**config.mk**
```make
export PLATFORM = sky130hd
export DESIGN_NAME = planar_color_expand
export DESIGN_NICKNAME = d
export VERILOG_FILES = /design/src/rtl/pce_pkg.sv /design/src/rtl/pce_rotr.sv /design/src/rtl/pce_lane.sv /design/src/rtl/pce_mask_sel.sv /design/src/rtl/planar_color_expand.sv
export SDC_FILE = /design/constraint.sdc
export NUM_CORES = 1
export LEC_CHECK = 0
export ABC_AREA = 1
export BUFFER_PORTS_ARGS = -buffer_cell sky130_fd_sc_hd__buf_2
export CAP_MARGIN = 15
export CORE_UTILIZATION = 34
export CTS_CLUSTER_DIAMETER = 200
export DETAILED_ROUTE_END_ITERATION = 8
export GPL_TIMING_DRIVEN = 0
export PLACE_DENSITY = 0.59
export SKIP_CTS_REPAIR_TIMING = 1
export SLEW_MARGIN = 20
export SYNTH_ARGS = -nofsm -noshare
export SYNTH_HDL_FRONTEND = slang
export SYNTH_SLANG_ARGS = --single-unit
```
**constraint.sdc**
```tcl
create_clock -name clk -period 1.35 [get_ports clk]
set_input_delay 0.0675 -clock clk [delete_from_list [all_inputs] [get_ports clk]]
set_output_delay 0.0675 -clock clk [all_outputs]
set_load 0.01 [all_outputs]
```
**src/rtl/pce_pkg.sv**
```systemverilog
package pce_pkg;

    typedef enum logic [1:0] {
        MODE_PASS   = 2'd0,
        MODE_EXPAND = 2'd1,
        MODE_DITHER = 2'd2,
        MODE_RSVD   = 2'd3
    } pce_mode_e;

    typedef enum logic [1:0] {
        MSK_OFF = 2'd0,
        MSK_REG = 2'd1,
        MSK_ROT = 2'd2
    } pce_mask_e;

endpackage

```
**src/rtl/pce_rotr.sv**
```systemverilog
module pce_rotr #(
    parameter int WIDTH = 8,
    localparam int ROT_W = $clog2(WIDTH)
) (
    input  logic [WIDTH-1:0] din,
    input  logic [ROT_W-1:0] amount,
    output logic [WIDTH-1:0] dout
);

    always_comb begin
        for (int i = 0; i < WIDTH; i++) begin
            dout[i] = din[(i + int'(amount)) % WIDTH];
        end
    end

endmodule

```
**src/rtl/pce_lane.sv**
```systemverilog
module pce_lane
    import pce_pkg::*;
#(
    parameter int LANE_W = 8
) (
    input  pce_mode_e         mode,
    input  logic [LANE_W-1:0] cpu_byte,
    input  logic [LANE_W-1:0] exp_src,
    input  logic              fg_bit,
    input  logic              bg_bit,
    input  logic [LANE_W-1:0] latch_byte,
    output logic [LANE_W-1:0] lane_data
);

    logic [LANE_W-1:0] expanded;

    genvar b;
    generate
        for (b = 0; b < LANE_W; b++) begin : g_bit
            assign expanded[b] = exp_src[b] ? fg_bit : bg_bit;
        end
    endgenerate

    always_comb begin
        unique case (mode)
            MODE_EXPAND: lane_data = expanded;
            MODE_DITHER: lane_data = latch_byte;
            default:     lane_data = cpu_byte;
        endcase
    end

endmodule

```
**src/rtl/pce_mask_sel.sv**
```systemverilog
module pce_mask_sel
    import pce_pkg::*;
#(
    parameter int LANE_W = 8
) (
    input  pce_mask_e         kind,
    input  logic [LANE_W-1:0] fixed_mask,
    input  logic [LANE_W-1:0] rot_mask,
    output logic [LANE_W-1:0] lane_mask
);

    always_comb begin
        unique case (kind)
            MSK_REG: lane_mask = fixed_mask;
            MSK_ROT: lane_mask = rot_mask;
            default: lane_mask = '1;
        endcase
    end

endmodule

```
**src/rtl/planar_color_expand.sv**
```systemverilog
module planar_color_expand
    import pce_pkg::*;
#(
    parameter int PLANES = 4,
    parameter int LANE_W = 8,
    localparam int ROT_W  = $clog2(LANE_W),
    localparam int DATA_W = PLANES * LANE_W
) (
    input  logic              clk,
    input  logic              rst_n,
    input  logic [LANE_W-1:0] cpu_byte,
    input  logic [ROT_W-1:0]  rot_cnt,
    input  logic [1:0]        mode_sel,
    input  logic              src_cpu,
    input  logic [LANE_W-1:0] pattern_reg,
    input  logic [PLANES-1:0] fg_color,
    input  logic [PLANES-1:0] bg_color,
    input  logic [DATA_W-1:0] fg_latch,
    input  logic [1:0]        mask_ctrl,
    input  logic [LANE_W-1:0] mask_reg,
    output logic [DATA_W-1:0] plane_data,
    output logic [DATA_W-1:0] plane_mask
);

    pce_mode_e         mode_eff;
    pce_mask_e         mask_kind;
    logic [LANE_W-1:0] exp_src;
    logic [LANE_W-1:0] rot_byte;
    logic [LANE_W-1:0] lane_mask;
    logic [DATA_W-1:0] data_nxt;
    logic [DATA_W-1:0] mask_nxt;

    // Mode decode: RSVD folds onto PASS
    always_comb begin
        unique case (pce_mode_e'(mode_sel))
            MODE_EXPAND: mode_eff = MODE_EXPAND;
            MODE_DITHER: mode_eff = MODE_DITHER;
            default:     mode_eff = MODE_PASS;
        endcase
    end

    // Mask kind decode
    always_comb begin
        unique case (mask_ctrl)
            2'b01:   mask_kind = MSK_REG;
            2'b11:   mask_kind = MSK_ROT;
            default: mask_kind = MSK_OFF;
        endcase
    end

    assign exp_src = src_cpu ? cpu_byte : pattern_reg;

    pce_rotr #(.WIDTH(LANE_W)) u_rotr (
        .din    (cpu_byte),
        .amount (rot_cnt),
        .dout   (rot_byte)
    );

    pce_mask_sel #(.LANE_W(LANE_W)) u_mask (
        .kind       (mask_kind),
        .fixed_mask (mask_reg),
        .rot_mask   (rot_byte),
        .lane_mask  (lane_mask)
    );

    genvar p;
    generate
        for (p = 0; p < PLANES; p++) begin : g_plane
            pce_lane #(.LANE_W(LANE_W)) u_lane (
                .mode       (mode_eff),
                .cpu_byte   (cpu_byte),
                .exp_src    (exp_src),
                .fg_bit     (fg_color[p]),
                .bg_bit     (bg_color[p]),
                .latch_byte (fg_latch[p*LANE_W +: LANE_W]),
                .lane_data  (data_nxt[p*LANE_W +: LANE_W])
            );
            assign mask_nxt[p*LANE_W +: LANE_W] = lane_mask;
        end
    endgenerate

    // Output registers
    always_ff @(posedge clk) begin
        if (!rst_n) begin
            plane_data <= '0;
            plane_mask <= '0;
        end else begin
            plane_data <= data_nxt;
            plane_mask <= mask_nxt;
        end
    end

    AST_MASK_OFF_ONES: assert property (@(posedge clk) disable iff (!rst_n)
        !mask_ctrl[0] |=> (plane_mask == '1));

    AST_MASK_REG_COPY: assert property (@(posedge clk) disable iff (!rst_n)
        (mask_ctrl == 2'b01) |=> (plane_mask[LANE_W-1:0] == $past(mask_reg)));

    AST_DITHER_LATCH: assert property (@(posedge clk) disable iff (!rst_n)
        (mode_sel == 2'd2) |=> (plane_data == $past(fg_latch)));

    AST_PASS_CPU: assert property (@(posedge clk) disable iff (!rst_n)
        (mode_sel == 2'd0 || mode_sel == 2'd3) |=>
        (plane_data[LANE_W-1:0] == $past(cpu_byte)));

    AST_MASK_ZERO_ROT: assert property (@(posedge clk) disable iff (!rst_n)
        (mask_ctrl == 2'b11 && rot_cnt == '0) |=>
        (plane_mask[DATA_W-1 -: LANE_W] == $past(cpu_byte)));

endmodule

```
==> metrics.log, run 1 <==
[metrics] result of the run: finished clean
[metrics] Sw Share: 34.7%
[metrics] cell area after synthesis: 2960 µm²
[metrics] Final Wtd Congestion: 0.897
[metrics] largest fanout on the critical path: 9
[metrics] Clock transition at path regs: 0.08 ns
[metrics] P per Cell Area: 864 nW/µm²
[metrics] DRT Pass-1 Iters: 5
[metrics] count of endpoints failing setup in the final report: 0
[metrics] upper clock frequency limit: 824 MHz
[metrics] share of the clock period used by the worst path after layout: 89.9%
[metrics] total die area: 9090 µm²
[metrics] Syn Nets: 553
[metrics] number of distinct library cells after synthesis: 19
[metrics] worst vdd rail ir drop: 0.552 mV
[metrics] non-filler instance count after layout: 722
[metrics] vias post-DR: 3,626
[metrics] number of buffers on the longest clock path: 2
[metrics] DR iter-0 viols: 201
[metrics] Arr. time, crit path: 1.41 ns
[metrics] PnR Total Power: 3.34 mW
[metrics] Cell Count Post-Placement: 714
[metrics] Setup Crit Path Kind: input port to flip-flop
[metrics] number of antenna repair diodes: 0
[metrics] Hold Path End: plane_mask[29]
[metrics] Chip Height: 95.4 µm
[metrics] warnings from Yosys: 0
[metrics] sequential share of the synthesized area: 27.0%
[metrics] Routed WL per cell: 14.5 µm
[metrics] worst max-slew margin expressed relative to the limit: 68.9%
[metrics] number of placement rows: 33
[metrics] part of the total power dissipated in sequential elements: 39.3%
[metrics] proportion of netlist area held by the largest area contributor: 27.0%
[metrics] number of antenna violations at the first check in global routing: 0
[metrics] count of clock tree sinks: 40
[metrics] Detailed Place HPWL: 8180 µm
[metrics] origin of the worst min-delay path: mask_reg[5]
[metrics] share of final-layout standard cells stronger than drive strength 1: 32.6%
[metrics] worst path required time: 1.55 ns
[metrics] nets@finish: 694
[metrics] CTS buffer count: 5
[metrics] via/cell ratio: 5.02
[metrics] number of max-slew violations in the final report: 0
[metrics] # DRC: 0
[metrics] clock tree from TritonCTS: done
[metrics] total internal power: 2.18 mW
[metrics] mean area per synthesized cell: 6.24 µm²
[metrics] Critical Path Source Type: input port
[metrics] setup repair after global routing missed its margin: no
[metrics] post-synthesis sequential element count: 40
[metrics] ranking of synthesized cells by area: sky130_fd_sc_hd__dfxtp_1, sky130_fd_sc_hd__nand3_1, sky130_fd_sc_hd__nand2_1, sky130_fd_sc_hd__buf_4, sky130_fd_sc_hd__inv_1
[metrics] Core Footprint: 8340 µm²
[metrics] signed area change from the synthesized netlist to the final layout: 30.3%
[metrics] actual slew at the worst max-slew pin: 0.467 ns
[metrics] total routing usage reported by global routing: 23.4%
[metrics] effective utilization at floorplan: 35.5%
[metrics] routed wire length: 10,400 µm
[metrics] maximum capacitance violations: 0
[metrics] Worst Hold Path Cells: 4
[metrics] path category of the worst min-delay check: input port to flip-flop
[metrics] width of the die: 95.4 µm
[metrics] power spent charging and discharging nets: 1.16 mW
[metrics] proportion of power drawn by the clock network: 25.7%
[metrics] fraction of power consumed by combinational cells: 35.0%
[metrics] cell taking the most area after synthesis: sky130_fd_sc_hd__dfxtp_1
[metrics] count of nets left with antenna violations after detail routing: 0
[metrics] Buffers on Ports: 134
[metrics] static power due to leakage: 2.22 nW
[metrics] Max H-tree Level: 2
[metrics] via count of the first global-routing pass: 3,281
[metrics] global-route wire length before repair: 16,000 µm
[metrics] final critical-path required period: 1.21 ns
[metrics] Overflow after GRT: 0
[metrics] CTS root buf: sky130_fd_sc_hd__clkbuf_8
[metrics] gate count after technology mapping: 475
[metrics] Final Hold Violating Endpoints: 0
[metrics] pin count of the biggest net entering global routing: 14
[metrics] IO Count: 138
[metrics] CP Capture Type: flip-flop
-- cells in the final DEF (no fill, tap or decap) --
| master | n |
|---|---|
| sky130_fd_sc_hd__xor2_1 | 2 |
| sky130_fd_sc_hd__clkbuf_1 | 6 |
| sky130_fd_sc_hd__nor2_1 | 1 |
| sky130_fd_sc_hd__nand3_1 | 144 |
| sky130_fd_sc_hd__ha_1 | 4 |
| sky130_fd_sc_hd__xnor2_1 | 3 |
| sky130_fd_sc_hd__buf_12 | 1 |
| sky130_fd_sc_hd__inv_1 | 43 |
| sky130_fd_sc_hd__or2_2 | 8 |
| sky130_fd_sc_hd__clkinv_4 | 1 |
| sky130_fd_sc_hd__clkinv_2 | 1 |
| sky130_fd_sc_hd__nand2_4 | 10 |
| sky130_fd_sc_hd__clkbuf_8 | 6 |
| sky130_fd_sc_hd__buf_4 | 27 |
| sky130_fd_sc_hd__a21oi_2 | 2 |
| sky130_fd_sc_hd__buf_2 | 141 |
| sky130_fd_sc_hd__buf_6 | 2 |
| sky130_fd_sc_hd__nand2_1 | 143 |
| sky130_fd_sc_hd__a21oi_1 | 30 |
| sky130_fd_sc_hd__inv_2 | 1 |
| sky130_fd_sc_hd__inv_6 | 1 |
| sky130_fd_sc_hd__dfxtp_1 | 40 |
-- per-layer routing --
layer  track usage (%)  wire, µm
met1              28.3      4170
met2              40.5      4830
met3              4.70      1120
met4              8.59       335
met5                 0         0
-- final cells by class --
cell class                 count  area, µm²
inverter                      45        174
tap                          105        131
clock buffer                   6       82.6
fill                         912       4480
buffer                        43        303
sequential                    40        801
timing repair buffer         134        671
clock inverter                 2       13.8
multi-input combinational    347       1690
-- sequential cells by signal, indices dropped and copies added (netlist names) --
name	cells
plane_data	32
plane_mask	8
-- power groups by stage --
stage / clock network (mW) / logic (mW) / registers, mW
5_1_grt: 0.948 / 1.31 / 1.32
2_1_floorplan: 0 / 0.678 / 1.39
3_5_place_dp: 0 / 1.16 / 1.34
6_report: 0.857 / 1.17 / 1.31
4_1_cts: 0.890 / 1.16 / 1.32
3_3_place_gp: 0 / 1.16 / 1.34
-- worst max-delay path, cell delays in order --
cell and delay (ns):
sky130_fd_sc_hd__buf_2 0.09, sky130_fd_sc_hd__buf_2 0.19, sky130_fd_sc_hd__inv_2 0.11, sky130_fd_sc_hd__ha_1 0.37, sky130_fd_sc_hd__inv_1 0.13, sky130_fd_sc_hd__nand3_1 0.11
sky130_fd_sc_hd__nand3_1 0.11, sky130_fd_sc_hd__nand3_1 0.10, sky130_fd_sc_hd__nand3_1 0.09, sky130_fd_sc_hd__inv_1 0.04
-- cells by family after synthesis --
logic type / share of synthesized area (%)
and+or+nand+nor: 48.1
xor gates and xnor gates: 1.48
adders and majority gates: 1.69
AOI/OAI and AO/OA: 5.66
buffers and inverters: 16.1
DFF: 27.0
-- worst max-delay path by stage --
stage               depth (start not counted)  slack, ns        from             end
global placement                           10      -0.09  rot_cnt[0]  plane_mask[25]
global route                               10       0.04  rot_cnt[0]  plane_mask[29]
CTS                                        10       0.17  rot_cnt[0]  plane_mask[25]
floorplan                                   9       0.15  rot_cnt[0]  plane_mask[23]
finish                                     10       0.14  rot_cnt[0]  plane_mask[25]
detailed placement                         10      -0.14  rot_cnt[0]  plane_mask[25]
-- stage by stage --
step	hold slack, ns	util (%)	cell area (µm²)	setup WS (ns)	TNS (ns)
after floorplan	0.273	-	2960	0.148	0
after global placement	0.375	45.1	3760	-0.0915	-0.331
after detailed placement	0.371	45.1	3760	-0.137	-0.470
after CTS	0.0701	46.3	3860	0.171	0
after global routing	0.0882	46.3	3860	0.0410	0
final	0.0756	46.3	3860	0.137	0
-- cells in the mapped netlist --
| cell type | number |
|---|---|
| sky130_fd_sc_hd__nand2_4 | 10 |
| sky130_fd_sc_hd__or2_2 | 8 |
| sky130_fd_sc_hd__nand3_1 | 144 |
| sky130_fd_sc_hd__a21oi_2 | 2 |
| sky130_fd_sc_hd__clkinv_4 | 1 |
| sky130_fd_sc_hd__buf_12 | 1 |
| sky130_fd_sc_hd__nor2_1 | 1 |
| sky130_fd_sc_hd__clkbuf_1 | 6 |
| sky130_fd_sc_hd__buf_2 | 7 |
| sky130_fd_sc_hd__xnor2_1 | 3 |
| sky130_fd_sc_hd__inv_1 | 43 |
| sky130_fd_sc_hd__nand2_1 | 143 |
| sky130_fd_sc_hd__inv_2 | 1 |
| sky130_fd_sc_hd__a21oi_1 | 30 |
| sky130_fd_sc_hd__dfxtp_1 | 40 |
| sky130_fd_sc_hd__ha_1 | 4 |
| sky130_fd_sc_hd__buf_4 | 27 |
| sky130_fd_sc_hd__xor2_1 | 2 |
| sky130_fd_sc_hd__buf_6 | 2 |
(Power assumes the default switching activity.)
==> inputs of run 2 (changes only) <==
--- a/config.mk
+++ b/config.mk
@@ -12,9 +12,10 @@
 export CTS_CLUSTER_DIAMETER = 200
 export DETAILED_ROUTE_END_ITERATION = 8
 export GPL_TIMING_DRIVEN = 0
-export PLACE_DENSITY = 0.59
+export PLACE_DENSITY = 0.58
 export SKIP_CTS_REPAIR_TIMING = 1
 export SLEW_MARGIN = 20
 export SYNTH_ARGS = -nofsm -noshare
 export SYNTH_HDL_FRONTEND = slang
+export SYNTH_HIERARCHICAL = 1
 export SYNTH_SLANG_ARGS = --single-unit
==> run 2 against run 1 <==
Final cell count is 15% higher. Routed wire length shrank 5.7%. Critical path depth grew 1. Critical path type unchanged. Largest cell class unchanged.
==> metrics.log, run 2 <==
[metrics] result of the run: finished clean (unchanged)
[metrics] commonest non-fill, non-tap cell in the layout: sky130_fd_sc_hd__nand2_1 (was sky130_fd_sc_hd__nand3_1)
[metrics] number of distinct library cells after synthesis: 16 (was 19)
[metrics] hold_ws: 0.00225 ns (was 0.0756 ns)
[metrics] signed area change from the synthesized netlist to the final layout: 30.1% (was 30.3%)
[metrics] combined buffer and inverter count along the critical path: 6 (was 5)
[metrics] DRT Pass-1 Iters: 5 (unchanged)
[metrics] IO Count: 138 (unchanged)
[metrics] cell taking the most area after synthesis: sky130_fd_sc_hd__dfxtp_1 (unchanged)
[metrics] P per Cell Area: 949 nW/µm² (was 864 nW/µm²)
[metrics] setup repair after global routing missed its margin: no (unchanged)
[metrics] Routed WL per cell: 11.9 µm (was 14.5 µm)
[metrics] Regs by FF count: plane_data x32, plane_mask x8 (unchanged)
[metrics] worst path required time: 1.59 ns (was 1.55 ns)
[metrics] Sw Share: 31.4% (was 34.7%)
[metrics] proportion of power drawn by the clock network: 33.0% (was 25.7%)
[metrics] CP max stage delay: 0.30 ns (was 0.37 ns)
[metrics] via/cell ratio: 4.52 (was 5.02)
[metrics] Setup Crit Path Kind: input port to flip-flop (unchanged)
[metrics] sequential share of the synthesized area: 24.0% (was 27.0%)
[metrics] number of buffers on the longest clock path: 2 (unchanged)
[metrics] total die area: 10,200 µm² (was 9090 µm²)
[metrics] final critical-path required period: 1.21 ns (about the same)
[metrics] Critical path destination: plane_data[23] (was plane_mask[25])
[metrics] proportion of netlist area held by the largest area contributor: 24.0% (was 27.0%)
[metrics] power spent charging and discharging nets: 1.29 mW (was 1.16 mW)
[metrics] width of the die: 101 µm (was 95.4 µm)
[metrics] upper clock frequency limit: 826 MHz (was 824 MHz)
[metrics] largest fanout on the critical path: 9 (unchanged)
[metrics] register with the most flip-flops: plane_data (unchanged)
[metrics] Core Footprint: 9370 µm² (was 8340 µm²)
[metrics] Cell Count Post-Placement: 822 (was 714)
[metrics] # DRC: 0 (unchanged)
[metrics] actual slew at the worst max-slew pin: 0.369 ns (was 0.467 ns)
[metrics] most used cells in the layout excluding fill and tap cells: sky130_fd_sc_hd__nand2_1, sky130_fd_sc_hd__buf_2, sky130_fd_sc_hd__inv_1 (was sky130_fd_sc_hd__nand3_1, sky130_fd_sc_hd__nand2_1, sky130_fd_sc_hd__buf_2)
[metrics] non-filler instance count after layout: 830 (was 722)
[metrics] count of endpoints failing setup in the final report: 0 (unchanged)
[metrics] nets@finish: 786 (was 694)
[metrics] total routing usage reported by global routing: 19.2% (was 23.4%)
[metrics] count of clock tree sinks: 40 (unchanged)
[metrics] cell at the slowest stage of the critical path: sky130_fd_sc_hd__ha_1 (unchanged)
[metrics] Buffers on Ports: 134 (unchanged)
[metrics] share of the clock period used by the worst path after layout: 89.7% (was 89.9%)
[metrics] primary flip-flop cell chosen by synthesis mapping: sky130_fd_sc_hd__dfxtp_1 (unchanged)
[metrics] detailed-routed wire length on met3: 753 µm (was 1120 µm)
[metrics] cell count along the critical path: 11 (was 10)
[metrics] cell area after synthesis: 3340 µm² (was 2960 µm²)
[metrics] path category of the worst min-delay check: input port to flip-flop (unchanged)
[metrics] DR iter-0 viols: 152 (was 201)
[metrics] CP Capture Type: flip-flop (unchanged)
[metrics] Critical Path Start: mode_sel[0] (was rot_cnt[0])
[metrics] cell with the most instances after synthesis: sky130_fd_sc_hd__nand2_1 (was sky130_fd_sc_hd__nand3_1)
[metrics] effective utilization at floorplan: 35.7% (was 35.5%)
[metrics] share of final-layout standard cells stronger than drive strength 1: 32.2% (was 32.6%)
[metrics] CP delay by family, top: buffers and inverters (unchanged)
[metrics] routed wire length: 9850 µm (was 10,400 µm)
[metrics] CTS root buf: sky130_fd_sc_hd__clkbuf_8 (unchanged)
[metrics] Final Hold Violating Endpoints: 0 (unchanged)
[metrics] Met1 Wirelength: 4560 µm (was 4170 µm)
[metrics] number of placement rows: 35 (was 33)
[metrics] gate count after technology mapping: 559 (was 475)
[metrics] Clock transition at path regs: 0.08 ns (about the same)
[metrics] static power due to leakage: 2.64 nW (was 2.22 nW)
[metrics] clock tree from TritonCTS: done (unchanged)
[metrics] number of antenna violations at the first check in global routing: 0 (unchanged)
[metrics] WL met2: 4350 µm (was 4830 µm)
[metrics] CTS buffer count: 5 (unchanged)
[metrics] share of synthesized flip-flops with an asynchronous set or reset: 0% (unchanged)
[metrics] via count of the first global-routing pass: 3,352 (was 3,281)
[metrics] number of antenna repair diodes: 0 (unchanged)
[metrics] EDFF count, synth: 0 (unchanged)
[metrics] origin of the worst min-delay path: rst_n (was mask_reg[5])
[metrics] part of the total power dissipated in sequential elements: 32.3% (was 39.3%)
[metrics] mean area per synthesized cell: 5.98 µm² (was 6.24 µm²)
[metrics] maximum capacitance violations: 0 (unchanged)
[metrics] Max H-tree Level: 2 (unchanged)
[metrics] global-route wire length before repair: 15,200 µm (was 16,000 µm)
[metrics] max reg flops: 32 (unchanged)
[metrics] vias post-DR: 3,755 (was 3,626)
[metrics] PnR Total Power: 4.12 mW (was 3.34 mW)
[metrics] commonest cells in the synthesized netlist: sky130_fd_sc_hd__nand2_1, sky130_fd_sc_hd__inv_1, sky130_fd_sc_hd__nand3_1, sky130_fd_sc_hd__a21oi_1, sky130_fd_sc_hd__dfxtp_1 (was sky130_fd_sc_hd__nand3_1, sky130_fd_sc_hd__nand2_1, sky130_fd_sc_hd__inv_1, sky130_fd_sc_hd__dfxtp_1, sky130_fd_sc_hd__a21oi_1)
[metrics] Overflow after GRT: 0 (unchanged)
[metrics] total internal power: 2.83 mW (was 2.18 mW)
[metrics] count of nets left with antenna violations after detail routing: 0 (unchanged)
[metrics] post-synthesis sequential element count: 40 (unchanged)
[metrics] Chip Height: 101 µm (was 95.4 µm)
[metrics] setup TNS after final layout: 0 ns (unchanged)
[metrics] pin count of the biggest net entering global routing: 14 (unchanged)
[metrics] worst max-slew margin expressed relative to the limit: 75.3% (was 68.9%)
[metrics] number of max-slew violations in the final report: 0 (unchanged)
[metrics] cell repeated most along the worst path: sky130_fd_sc_hd__inv_1 (was sky130_fd_sc_hd__nand3_1)
[metrics] Critical Path Source Type: input port (unchanged)
[metrics] ranking of synthesized cells by area: sky130_fd_sc_hd__dfxtp_1, sky130_fd_sc_hd__nand2_1, sky130_fd_sc_hd__nand3_1, sky130_fd_sc_hd__inv_1, sky130_fd_sc_hd__a21oi_1 (was sky130_fd_sc_hd__dfxtp_1, sky130_fd_sc_hd__nand3_1, sky130_fd_sc_hd__nand2_1, sky130_fd_sc_hd__buf_4, sky130_fd_sc_hd__inv_1)
[metrics] fraction of power consumed by combinational cells: 34.7% (was 35.0%)
[metrics] ordered cell list for the critical path: buf_2, inv_1, nor2_4, inv_1, ha_1, buf_6, inv_6, nor2_1, a21oi_1, nand2_1, inv_1 (was buf_2, buf_2, inv_2, ha_1, inv_1, nand3_1, nand3_1, nand3_1, nand3_1, inv_1)
[metrics] Final Wtd Congestion: 0.801 (was 0.897)
[metrics] Detailed Place HPWL: 7640 µm (was 8180 µm)
[metrics] warnings from Yosys: 6 (was 0)
[metrics] Arr. time, crit path: 1.45 ns (was 1.41 ns)
[metrics] Syn Nets: 645 (was 553)
[metrics] worst vdd rail ir drop: 0.463 mV (was 0.552 mV)
[metrics] highest metal layer with signal wires: met4 (unchanged)
-- run 2: changes by cell type after synthesis, moves of 10 or more --
cell / before / now
sky130_fd_sc_hd__inv_1: 43 / 90
sky130_fd_sc_hd__a21oi_1: 30 / 48
sky130_fd_sc_hd__nor2_1: 1 / 35
sky130_fd_sc_hd__a21oi_2: 2 / 16
sky130_fd_sc_hd__nand2_4: 10 / 0
sky130_fd_sc_hd__nand2_1: 143 / 180
sky130_fd_sc_hd__nand3_1: 144 / 72
sky130_fd_sc_hd__buf_6: 2 / 14
-- run 2: worst min-delay path, cell delays in order --
cell and delay, ns:
sky130_fd_sc_hd__buf_6 0.11, sky130_fd_sc_hd__nand2_1 0.05, sky130_fd_sc_hd__inv_1 0.04
-- run 2: kinds of logic (layout without fill, tap and decap cells) --
| family | Yosys count | count (layout) | synth area share [%] |
|---|---|---|---|
| adders and majority gates | 12 | 12 | 4.49 |
| buffers and inverters | 152 | 294 | 24.5 |
| AOI/OAI and AO/OA | 64 | 64 | 11.4 |
| and+or+nand+nor | 291 | 291 | 35.7 |
| DFF | 40 | 40 | 24.0 |
-- run 2: final cells by class --
cell class              count  area, µm²
well taps                 129        161
multi-input cells         367       1740
plain buffers              45        388
clock inverters             3       90.1
repair buffers            134        671
clock buffers               5       68.8
inverters                 107        430
flip-flops and latches     40        801
fillers                  1032       5020
-- run 2: routing by layer --
metal / vias up / track usage (%)
met3: 18 / 3.24
met2: 154 / 32.0
li1: 1962 / -
met4: 0 / 7.02
met5: - / 0
met1: 1621 / 24.9
-- run 2: stage by stage --
step	instance area [µm²]	worst slack, ns	utilization [%]
5_1_grt	4350	0.0312	46.4
3_5_place_dp	4170	-0.430	44.5
4_1_cts	4330	-0.140	46.2
2_1_floorplan	3340	0.0275	-
6_report	4350	0.140	46.4
3_3_place_gp	4170	-0.403	44.5
-- run 2: worst min-delay path by stage --
stage | to | cells past startpoint
floorplan | plane_mask[30] | 4
global placement | plane_mask[26] | 3
detailed placement | plane_mask[26] | 3
CTS | plane_mask[26] | 3
global route | plane_data[28] | 3
finish | plane_mask[26] | 3
-- run 2: power groups by stage --
stage | sequential (mW) | combinational, mW | clock, mW
finish | 1.33 | 1.43 | 1.36
global route | 1.35 | 1.61 | 1.45
CTS | 1.34 | 1.43 | 1.41
detailed placement | 1.36 | 1.42 | 0
global placement | 1.36 | 1.40 | 0
floorplan | 1.42 | 0.885 | 0
==> inputs of run 3 (changes only) <==
--- a/config.mk
+++ b/config.mk
@@ -6,13 +6,13 @@
 export NUM_CORES = 1
 export LEC_CHECK = 0
 export ABC_AREA = 1
-export BUFFER_PORTS_ARGS = -buffer_cell sky130_fd_sc_hd__buf_2
 export CAP_MARGIN = 15
 export CORE_UTILIZATION = 34
 export CTS_CLUSTER_DIAMETER = 200
 export DETAILED_ROUTE_END_ITERATION = 8
+export DONT_BUFFER_PORTS = 1
 export GPL_TIMING_DRIVEN = 0
-export PLACE_DENSITY = 0.58
+export PLACE_DENSITY = 0.46
 export SKIP_CTS_REPAIR_TIMING = 1
 export SLEW_MARGIN = 20
 export SYNTH_ARGS = -nofsm -noshare
==> run 3 against run 2 <==
The run now ends with hold timing left. Highest routed layer unchanged. Worst setup slack improved by 0.018 ns. First-iteration DRC count fell by 9.9%. Total power fell by 6.8%. Combinational power fell by 26%. Sequential power rose by 6%. Sequential cell count did not move. Non-clock buffer count fell by 134. Core utilization fell by 7.3 points. Sequential share of layout area rose by 3.4 points.
==> metrics.log, run 3 (synthesis gave the netlist of run 2 again) <==
[metrics] setup TNS after final layout: 0 ns (unchanged)
[metrics] Regs by FF count: plane_data x32, plane_mask x8 (unchanged)
[metrics] DRT Pass-1 Iters: 4 (was 5)
[metrics] ordered cell list for the critical path: inv_1, nor2_2, inv_1, ha_1, buf_6, inv_6, nor2_1, a21oi_1, nand2_1, inv_1 (was buf_2, inv_1, nor2_4, inv_1, ha_1, buf_6, inv_6, nor2_1, a21oi_1, nand2_1, inv_1)
[metrics] Chip Height: 101 µm (unchanged)
[metrics] worst path required time: 1.59 ns (about the same)
[metrics] fraction of power consumed by combinational cells: 27.7% (was 34.7%)
[metrics] P per Cell Area: 1050 nW/µm² (was 949 nW/µm²)
[metrics] DR iter-0 viols: 137 (was 152)
[metrics] CP max stage delay: 0.33 ns (was 0.30 ns)
[metrics] number of max-slew violations in the final report: 0 (unchanged)
[metrics] total internal power: 2.65 mW (was 2.83 mW)
[metrics] path category of the worst min-delay check: input port to flip-flop (unchanged)
[metrics] most used cells in the layout excluding fill and tap cells: sky130_fd_sc_hd__nand2_1, sky130_fd_sc_hd__inv_1, sky130_fd_sc_hd__nand3_1 (was sky130_fd_sc_hd__nand2_1, sky130_fd_sc_hd__buf_2, sky130_fd_sc_hd__inv_1)
[metrics] worst max-slew margin expressed relative to the limit: 71.7% (was 75.3%)
[metrics] # DRC: 0 (unchanged)
[metrics] share of final-layout standard cells stronger than drive strength 1: 16.2% (was 32.2%)
[metrics] Setup Crit Path Kind: input port to flip-flop (unchanged)
[metrics] actual slew at the worst max-slew pin: 0.424 ns (was 0.369 ns)
[metrics] share of the clock period used by the worst path after layout: 88.3% (was 89.7%)
[metrics] Clock transition at path regs: 0.08 ns (about the same)
[metrics] count of endpoints failing setup in the final report: 0 (unchanged)
[metrics] part of the total power dissipated in sequential elements: 36.6% (was 32.3%)
[metrics] number of placement rows: 35 (unchanged)
[metrics] number of buffers on the longest clock path: 2 (unchanged)
[metrics] number of antenna repair diodes: 0 (unchanged)
[metrics] Final Hold Violating Endpoints: 1 (was 0)
[metrics] worst-case setup slack after placement: -0.360 ns (was -0.430 ns)
[metrics] CTS buffer count: 5 (unchanged)
[metrics] CP Capture Type: flip-flop (unchanged)
[metrics] Sw Share: 31.1% (was 31.4%)
[metrics] combined buffer and inverter count along the critical path: 5 (was 6)
[metrics] count of clock tree sinks: 40 (unchanged)
[metrics] Buffers on Ports: 0 (was 134)
[metrics] Final Wtd Congestion: 0.797 (was 0.801)
[metrics] effective utilization at floorplan: 35.7% (unchanged)
[metrics] setup repair after global routing missed its margin: no (unchanged)
[metrics] post-route design area: 3670 µm² (was 4350 µm²)
[metrics] Overflow after GRT: 0 (unchanged)
[metrics] DP Area: 3500 µm² (was 4170 µm²)
[metrics] total die area: 10,200 µm² (unchanged)
[metrics] Max H-tree Level: 2 (unchanged)
[metrics] Final WS setup: 0.157 ns (was 0.140 ns)
[metrics] Routed WL per cell: 14.1 µm (was 11.9 µm)
[metrics] final critical-path required period: 1.19 ns (was 1.21 ns)
[metrics] register with the most flip-flops: plane_data (unchanged)
[metrics] global-route wire length before repair: 15,100 µm (was 15,200 µm)
[metrics] maximum capacitance violations: 0 (unchanged)
[metrics] worst vdd rail ir drop: 0.458 mV (was 0.463 mV)
[metrics] Arr. time, crit path: 1.43 ns (was 1.45 ns)
[metrics] signed area change from the synthesized netlist to the final layout: 9.73% (was 30.1%)
[metrics] via count of the first global-routing pass: 3,074 (was 3,352)
[metrics] static power due to leakage: 2.07 nW (was 2.64 nW)
[metrics] commonest non-fill, non-tap cell in the layout: sky130_fd_sc_hd__nand2_1 (unchanged)
[metrics] proportion of power drawn by the clock network: 35.7% (was 33.0%)
[metrics] Core Footprint: 9370 µm² (unchanged)
[metrics] Critical Path Source Type: input port (unchanged)
[metrics] power spent charging and discharging nets: 1.20 mW (was 1.29 mW)
[metrics] total routing usage reported by global routing: 19.5% (was 19.2%)
[metrics] cell repeated most along the worst path: sky130_fd_sc_hd__inv_1 (unchanged)
[metrics] IO Count: 138 (unchanged)
[metrics] final design utilization: 39.1% (was 46.4%)
[metrics] CTS root buf: sky130_fd_sc_hd__clkbuf_8 (unchanged)
[metrics] pin count of the biggest net entering global routing: 14 (unchanged)
[metrics] via/cell ratio: 4.71 (was 4.52)
[metrics] nets@finish: 652 (was 786)
[metrics] failing checks: hold timing
[metrics] vias post-DR: 3,278 (was 3,755)
[metrics] Detailed Place HPWL: 7530 µm (was 7640 µm)
[metrics] CP delay by family, top: simple AND/OR/NAND/NOR gates (was buffers and inverters)
[metrics] result of the run: complete, but fails checks (was finished clean)
[metrics] max reg flops: 32 (unchanged)
[metrics] number of antenna violations at the first check in global routing: 0 (unchanged)
[metrics] largest fanout on the critical path: 9 (unchanged)
[metrics] Filler Cell Count: 1,075 (was 1,032)
[metrics] width of the die: 101 µm (unchanged)
[metrics] upper clock frequency limit: 839 MHz (was 826 MHz)
[metrics] cell at the slowest stage of the critical path: sky130_fd_sc_hd__nor2_2 (was sky130_fd_sc_hd__ha_1)
[metrics] routed wire length: 9790 µm (was 9850 µm)
[metrics] hold_ws: -0.00191 ns (was 0.00225 ns)
[metrics] clock tree from TritonCTS: done (unchanged)
[metrics] count of nets left with antenna violations after detail routing: 0 (unchanged)
-- run 3: changes by cell type in the layout (fill, tap and decap cells not counted), sizes merged --
cell  previous run  this run
buf            179        45
-- run 3: cell type report --
type | count | area [µm²] | share of cell area (%)
buffer | 45 | 388 | 10.6
clock buffer | 5 | 68.8 | 1.88
clock inverter | 3 | 90.1 | 2.46
inverter | 107 | 430 | 11.7
multi-input combinational | 367 | 1730 | 47.1
sequential | 40 | 801 | 21.8
tap | 129 | 161 | 4.40
-- run 3: path summary, 6_finish.rpt --
path	depth (start not counted)	from	endpoint
setup / recovery	10	mode_sel[0]	plane_data[23]
hold / removal	4	mask_reg[0]	plane_mask[24]
-- run 3: layer usage --
| metal | wire length, µm | global-route usage, % | vias to the layer above |
|---|---|---|---|
| li1 | - | - | 1693 |
| met1 | 4340 | 26.0 | 1429 |
| met2 | 4310 | 31.1 | 139 |
| met3 | 930 | 4.42 | 17 |
| met4 | 202 | 6.35 | 0 |
| met5 | 0 | 0 | - |
-- run 3: stage by stage --
stage,std cells,total power [mW]
after floorplan,559,2.31
after global placement,688,2.48
after detailed placement,688,2.50
after CTS,696,3.90
after global routing,696,4.11
final,696,3.84
-- run 3: power by group through the flow --
| stage | sequential [mW] | clock, mW | combinational, mW |
|---|---|---|---|
| 6_report | 1.41 | 1.37 | 1.06 |
| 5_1_grt | 1.43 | 1.48 | 1.20 |
| 4_1_cts | 1.41 | 1.42 | 1.07 |
| 3_5_place_dp | 1.44 | 0 | 1.06 |
| 3_3_place_gp | 1.44 | 0 | 1.05 |
| 2_1_floorplan | 1.42 | 0 | 0.885 |
